$ cat config.mk
export PLATFORM = sky130hd
export DESIGN_NAME = modem_line_unit
export DESIGN_NICKNAME = d
export VERILOG_FILES = /design/src/rtl/modem_pkg.sv /design/src/rtl/modem_sync.sv /design/src/rtl/modem_ctrl_reg.sv /design/src/rtl/modem_delta.sv /design/src/rtl/modem_line_unit.sv
export SDC_FILE = /design/constraint.sdc
export NUM_CORES = 1
export LEC_CHECK = 0
export BUFFER_PORTS_ARGS = -buffer_cell sky130_fd_sc_hd__buf_2
export CAP_MARGIN = 20
export CORE_ASPECT_RATIO = 1.1
export CORE_MARGIN = 5
export CORE_UTILIZATION = 45
export DETAILED_ROUTE_END_ITERATION = 16
export PLACE_DENSITY = 0.7
export SKIP_LAST_GASP = 1
export SYNTH_ARGS = -nofsm -noshare
export SYNTH_HDL_FRONTEND = slang
export SYNTH_SLANG_ARGS = --single-unit
export TNS_END_PERCENT = 20
$ cat constraint.sdc
create_clock -name clk -period 2.1 [get_ports clk]
set_input_delay 0.42 -clock clk [delete_from_list [all_inputs] [get_ports clk]]
set_output_delay 0.42 -clock clk [all_outputs]
set_load 0.05 [all_outputs]
$ cat src/rtl/modem_pkg.sv
package modem_pkg;
  localparam int NIB    = 4;
  localparam int CTRL_W = 5;
  localparam int BYTE_W = 8;

  // control field positions (decoded by the loop mapping)
  localparam int C_DTR  = 0;
  localparam int C_RTS  = 1;
  localparam int C_OUT1 = 2;
  localparam int C_OUT2 = 3;
  localparam int C_LOOP = 4;

  typedef struct packed {
    logic dcd;
    logic ri;
    logic dsr;
    logic cts;
  } mline_t;

  localparam mline_t LINE_RST = '{dcd: 1'b1, ri: 1'b0, dsr: 1'b1, cts: 1'b1};
  localparam logic [CTRL_W-1:0] CTRL_RST = CTRL_W'(1 << C_OUT2);

  // looped status levels derived from the control byte
  function automatic mline_t loop_map(input logic [CTRL_W-1:0] c);
    mline_t m;
    m.dcd = c[C_OUT2];
    m.ri  = c[C_OUT1];
    m.dsr = c[C_DTR];
    m.cts = c[C_RTS];
    return m;
  endfunction

  // change events: any edge on dcd/dsr/cts, falling edge only on ri
  function automatic logic [NIB-1:0] line_events(input mline_t old_l, input mline_t new_l);
    logic [NIB-1:0] e;
    e[3] = old_l.dcd ^ new_l.dcd;
    e[2] = old_l.ri & ~new_l.ri;
    e[1] = old_l.dsr ^ new_l.dsr;
    e[0] = old_l.cts ^ new_l.cts;
    return e;
  endfunction
endpackage

$ cat src/rtl/modem_sync.sv
module modem_sync #(
  parameter int WIDTH  = 4,
  parameter int STAGES = 2,
  parameter logic [WIDTH-1:0] RST_VAL = '0
) (
  input  logic             clk,
  input  logic             rst_n,
  input  logic [WIDTH-1:0] async_in,
  output logic [WIDTH-1:0] sync_out
);
  logic [WIDTH-1:0] stage_q [STAGES];

  generate
    for (genvar s = 0; s < STAGES; s++) begin : g_stage
      always_ff @(posedge clk or negedge rst_n) begin
        if (!rst_n) stage_q[s] <= RST_VAL;
        else if (s == 0) stage_q[s] <= async_in;
        else stage_q[s] <= stage_q[(s == 0) ? 0 : s-1];
      end
    end
  endgenerate

  assign sync_out = stage_q[STAGES-1];
endmodule

$ cat src/rtl/modem_ctrl_reg.sv
module modem_ctrl_reg import modem_pkg::*; (
  input  logic              clk,
  input  logic              rst_n,
  input  logic              wr_ctrl,
  input  logic              wr_status,
  input  logic [CTRL_W-1:0] wdata,
  output logic [CTRL_W-1:0] ctrl_q,
  output logic              loop_on,
  output logic              o_dtr,
  output logic              o_rts,
  output logic              o_out1,
  output logic              o_out2
);
  always_ff @(posedge clk or negedge rst_n) begin
    if (!rst_n) ctrl_q <= CTRL_RST;
    else if (wr_ctrl) ctrl_q <= wdata;
  end

  assign loop_on = ctrl_q[C_LOOP];
  assign o_dtr  = ctrl_q[C_DTR]  & ~loop_on;
  assign o_rts  = ctrl_q[C_RTS]  & ~loop_on;
  assign o_out1 = ctrl_q[C_OUT1] & ~loop_on;
  assign o_out2 = ctrl_q[C_OUT2] & ~loop_on;

  AST_STATUS_WR_IGNORED: assert property (@(posedge clk) disable iff (!rst_n)
    (wr_status && !wr_ctrl) |=> $stable(ctrl_q));

  AST_LOOP_OUTS_LOW: assert property (@(posedge clk) disable iff (!rst_n)
    ctrl_q[C_LOOP] |-> !(o_dtr || o_rts || o_out1 || o_out2));
endmodule

$ cat src/rtl/modem_delta.sv
module modem_delta import modem_pkg::*; (
  input  logic           clk,
  input  logic           rst_n,
  input  mline_t         lvl,
  input  logic           clr,
  output logic [NIB-1:0] delta_q,
  output logic [NIB-1:0] evt
);
  mline_t prev_q;

  assign evt = line_events(prev_q, lvl);

  always_ff @(posedge clk or negedge rst_n) begin
    if (!rst_n) begin
      prev_q  <= LINE_RST;
      delta_q <= '0;
    end else begin
      prev_q  <= lvl;
      delta_q <= (clr ? '0 : delta_q) | evt;
    end
  end

  AST_DELTA_STICKY: assert property (@(posedge clk) disable iff (!rst_n)
    !clr |=> ((delta_q & $past(delta_q)) == $past(delta_q)));

  AST_EVENT_CAPTURED: assert property (@(posedge clk) disable iff (!rst_n)
    (evt != '0) |=> ((delta_q & $past(evt)) == $past(evt)));

  AST_RI_NO_RISE: assert property (@(posedge clk) disable iff (!rst_n)
    (!clr && !delta_q[2] && !prev_q.ri && lvl.ri) |=> !delta_q[2]);

  AST_READ_CLEARS: assert property (@(posedge clk) disable iff (!rst_n)
    (clr && evt == '0) |=> (delta_q == '0));
endmodule

$ cat src/rtl/modem_line_unit.sv
module modem_line_unit import modem_pkg::*; #(
  parameter int SYNC_STAGES = 2
) (
  input  logic       clk,
  input  logic       rst_n,
  input  logic       acc_wr,
  input  logic       acc_rd,
  input  logic       acc_sel,
  input  logic [7:0] acc_wdata,
  output logic [7:0] acc_rdata,
  input  logic       msr_irq_en,
  input  logic       line_cts,
  input  logic       line_dsr,
  input  logic       line_ri,
  input  logic       line_dcd,
  output logic       drv_rts,
  output logic       drv_dtr,
  output logic       drv_out1,
  output logic       drv_out2,
  output logic       status_irq
);
  logic              wr_ctrl, wr_status, rd_ctrl, rd_status;
  logic [CTRL_W-1:0] ctrl_q;
  logic              loop_on;
  logic [NIB-1:0]    pins_sync;
  mline_t            pin_lvl, cur_lvl;
  logic [NIB-1:0]    delta_q, delta_evt;
  logic [BYTE_W-1:0] status_byte;
  logic [2:0]        unused_wdata_hi;

  assign wr_ctrl   = acc_wr & ~acc_sel;
  assign wr_status = acc_wr &  acc_sel;
  assign rd_ctrl   = acc_rd & ~acc_sel;
  assign rd_status = acc_rd &  acc_sel;
  assign unused_wdata_hi = acc_wdata[7:5];

  modem_ctrl_reg u_ctrl (
    .clk(clk), .rst_n(rst_n), .wr_ctrl(wr_ctrl), .wr_status(wr_status),
    .wdata(acc_wdata[CTRL_W-1:0]), .ctrl_q(ctrl_q), .loop_on(loop_on),
    .o_dtr(drv_dtr), .o_rts(drv_rts), .o_out1(drv_out1), .o_out2(drv_out2)
  );

  modem_sync #(.WIDTH(NIB), .STAGES(SYNC_STAGES), .RST_VAL(LINE_RST)) u_sync (
    .clk(clk), .rst_n(rst_n),
    .async_in({line_dcd, line_ri, line_dsr, line_cts}),
    .sync_out(pins_sync)
  );

  assign pin_lvl = mline_t'(pins_sync);
  assign cur_lvl = loop_on ? loop_map(ctrl_q) : pin_lvl;

  modem_delta u_delta (
    .clk(clk), .rst_n(rst_n), .lvl(cur_lvl), .clr(rd_status),
    .delta_q(delta_q), .evt(delta_evt)
  );

  assign status_byte = {cur_lvl, delta_q};
  assign status_irq  = msr_irq_en & (|delta_q);

  always_ff @(posedge clk or negedge rst_n) begin
    if (!rst_n) acc_rdata <= '0;
    else if (rd_status) acc_rdata <= status_byte;
    else if (rd_ctrl) acc_rdata <= {{(BYTE_W-CTRL_W){1'b0}}, ctrl_q};
  end

  AST_CTRL_UPPER_ZERO: assert property (@(posedge clk) disable iff (!rst_n)
    rd_ctrl |=> (acc_rdata[7:5] == 3'b000));

  AST_IRQ_DROP_BY_READ: assert property (@(posedge clk) disable iff (!rst_n)
    ($fell(status_irq) && msr_irq_en && $past(msr_irq_en)) |-> $past(rd_status));
endmodule

==> PnR_summary.wiki <==
{| class="wikitable"
! Metric !! Value
|-
| Outcome || finished, final reports clean
|-
| CP endpoint kind || output pin
|-
| Die Span Y || 63.0 microns
|-
| Standard cell area after detailed placement || about 1300 sq um
|-
| Total of cells resized after clock tree synthesis || 0
|-
| CTS clock-pin slew for the worst setup and hold paths || approximately 0.080 ns
|-
| Final Hold Fails || 0
|-
| Slowest stage cell, crit path || sky130_fd_sc_hd__dfrtp_1
|-
| Net total in the final layout || 132
|-
| Root Buffer Master || sky130_fd_sc_hd__clkbuf_4
|-
| Arrival time at the worst endpoint || ~1.4 ns
|-
| Remaining DRCs || 0
|-
| #FFs+latches synth || 29
|-
| Number of diodes || 0
|-
| Deepest level of the CTS H-tree || 2
|-
| Largest area contributor in the netlist || sky130_fd_sc_hd__dfrtp_1
|-
| Total via count after detailed routing || around 700
|-
| Post-synthesis area per instance || between 10 and 15 sq um
|-
| Worst slew margin || approximately three fifths
|-
| Global-route wire length before repair || approximately 3.2 mm
|-
| Portion of the post-synthesis area used by sequential elements || 64.3%
|-
| Fraction of layout cells with a size suffix above 1 || 49.6%
|-
| Shortest period the worst path allows || about 1.9 ns
|-
| Startpoint type of the worst setup path || register
|-
| Most common cell in the netlist || sky130_fd_sc_hd__dfrtp_1
|-
| Clock tree from TritonCTS || yes
|-
| Floorplan row count || 19
|-
| Iteration-0 DRC Markers || 17
|-
| Maximum fanout count along the critical path || 10
|-
| Ratio of routed vias to standard cells || about 4.8
|-
| Number of enable-type register cells in the synthesized netlist || 0
|-
| Setup repair after global routing missed its margin || no
|-
| Number of sinks driven by the clock tree || 29
|-
| Multi-input gate area in the final layout || about 360 sq um
|-
| Worst-skew pair later-pin latency || 0.32 ns
|-
| Leakage power figure || between 0.6 and 0.7 nW
|-
| Number of buffers on the longest clock path || 2
|-
| FFs w/ async S/R, synth || 100%
|-
| Overall die area || roughly 3700 sq um
|-
| Cells taking the most area after synthesis || sky130_fd_sc_hd__dfrtp_1 (41%), sky130_fd_sc_hd__dfstp_2 (23%), sky130_fd_sc_hd__mux2_2 (4.9%)
|-
| Synth top area share || approximately two fifths
|-
| Setup tns final || 0 ns
|-
| Reported max-cap violation count || 0
|-
| Critical path class || reg -> out
|-
| Final period util || 88.7%
|-
| Maximum number of pins on one net before global-route repair || 30
|-
| CTS hold repair buffers || 0
|-
| Post-synthesis net count || 101
|-
| Number of buffers inserted by port buffering || 27
|-
| Post-route cell area || about 1300 sq um
|-
| Count of antenna-violating nets left after detailed routing || 0
|-
| Crit path cell chain || and2b_2 -> buf_2
|-
| Type of the most critical hold path || in -> async
|-
| Detail-routed net length per standard cell || between 10 and 15 microns
|-
| Final weighted congestion in routability-driven placement || approximately 0.76
|-
| Highest ir drop seen on vdd || around 660 uV
|-
| Post-synthesis instance total || a little over 80
|-
| Worst slew pin tran || ~0.62 ns
|-
| Count of buffering cells on the critical path with inverters included || 1
|-
| Initial Utilization || ~46%
|-
| Area of the placeable core || between 2000 and 2500 sq um
|-
| Largest clock skew in the final design || 0.00259 ns
|-
| Layout area overhead || 17.3%
|-
| Number of endpoints failing setup at the final stage || 0
|-
| Leftover overflow at the end of global routing || 0
|-
| DIE WIDTH || slightly below 60 microns
|-
| Number of buffers created by CTS || 5
|-
| Via count of the first global-routing pass || around 710
|-
| Distinct cell type count after synthesis || 21
|-
| Antenna violations before repair || 0
|-
| Gr usage total || 12.4%
|-
| Power density over the cells || 1020 nW/um^2
|-
| Number of ports placed on the die boundary || 31
|-
| Number of inserted filler cells in the final layout || ~240
|-
| Summed instance area of the synthesized netlist || 1150 sq um
|-
| Number of max-slew violations in the final report || 0
|-
| Crit-path max cell delay || 0.65 ns
|-
| CP delay by family, top || flip-flops
|-
| Estimated wirelength of the detail-placed design || 1.32 mm
|-
| Total area of sequential cells || approximately 740 sq um
|-
| Total routed wirelength || approximately 1.9 mm
|-
| Number of warnings reported in the yosys synthesis log || 0
|-
| Setup bufs post-CTS || 0
|-
| Data required time of the worst path || approximately 1.7 ns
|-
| Max Clk Rate || 537 MHz
|-
| Main flop type after synthesis || sky130_fd_sc_hd__dfrtp_1
|-
| DRT Pass-1 Iters || 3
|-
| Ranking of synthesized cells by instance count || sky130_fd_sc_hd__dfrtp_1 (19), sky130_fd_sc_hd__dfstp_2 (10), sky130_fd_sc_hd__inv_1 (7), sky130_fd_sc_hd__nand2_1 (7)
|}
layer usage:
metal	GRT usage, %	share of wire, %	up-vias
li1	-	-	340
met1	14.0	42	335
met2	18.9	48	17
met3	6.40	7.5	5
met4	6.09	2.3	0
met5	0	0	-
cells by family after synthesis:
family	share of synthesized area (%)
AO/OA/AOI/OAI	5.89
XOR/XNOR	2.29
buffers and inverters	4.36
flip-flops	64.3
multiplexers	14.9
AND/OR/NAND/NOR	8.18
registers in the layout (all words and copies together) (netlist names):
signal,flops
u_sync.sync_out,4
u_sync.stage_q,4
u_delta.prev_q,4
u_ctrl.ctrl_q,5
u_delta.delta_q,4
acc_rdata,8
layout by cell type (no fill, tap or decap), types with 2 or more instances in the layout:
master	instances
sky130_fd_sc_hd__dfrtp_1	19
sky130_fd_sc_hd__nand2_1	7
sky130_fd_sc_hd__and2b_2	4
sky130_fd_sc_hd__inv_1	7
sky130_fd_sc_hd__clkbuf_4	5
sky130_fd_sc_hd__xor2_1	3
sky130_fd_sc_hd__dfstp_2	10
sky130_fd_sc_hd__mux2i_2	2
sky130_fd_sc_hd__a21oi_1	4
sky130_fd_sc_hd__mux2_2	5
sky130_fd_sc_hd__o22ai_1	3
sky130_fd_sc_hd__buf_2	27
sky130_fd_sc_hd__mux2i_1	5
sky130_fd_sc_hd__nor2_1	5
sky130_fd_sc_hd__clkbuf_1	3
area by class of cell:
class / count / area share (%)
well taps: 31 / 2.88
clock buffers: 8 / 3.62
repair buffers: 27 / 10.0
flip-flops and latches: 29 / 54.8
inverters: 7 / 1.95
multi-input cells: 44 / 26.7
final timing paths:
| path | depth (start not counted) | end | slack, ns | startpoint |
|---|---|---|---|---|
| setup / recovery | 2 | drv_dtr | 0.24 | u_ctrl.ctrl_q[4] |
| hold / removal | 1 | u_ctrl.ctrl_q[1] | 0.11 | rst_n |
| setup reg to reg | 3 | acc_rdata[4] | 0.65 | u_ctrl.ctrl_q[4] |
| hold reg to reg | 0 | u_sync.sync_out[0] | 0.36 | u_sync.stage_q[4] |
| max in group asynchronous | 1 | u_delta.delta_q[1] | 1.58 | rst_n |
| min in group clk | 1 | u_sync.stage_q[7] | 0.19 | line_dcd |
per-stage QoR:
stage	setup WS [ns]	instances	power [mW]	hold WS, ns	util [%]
finish	0.238	146	1.37	0.115	54.5
global route	0.159	146	1.47	0.137	54.5
CTS	0.202	146	1.40	0.117	54.5
global placement	0.577	138	1.08	0.336	52.5
detailed placement	0.578	138	1.09	0.344	52.5
floorplan	0.686	83	0.999	0.124	-
power by group:
part / internal (mW) / leakage [nW] / switching (mW)
Clock: 0.133 / 0.0265 / 0.170
Sequential: 0.654 / 0.322 / 0.0635
Combinational: 0.122 / 0.297 / 0.232
(Power assumes the default switching activity.)
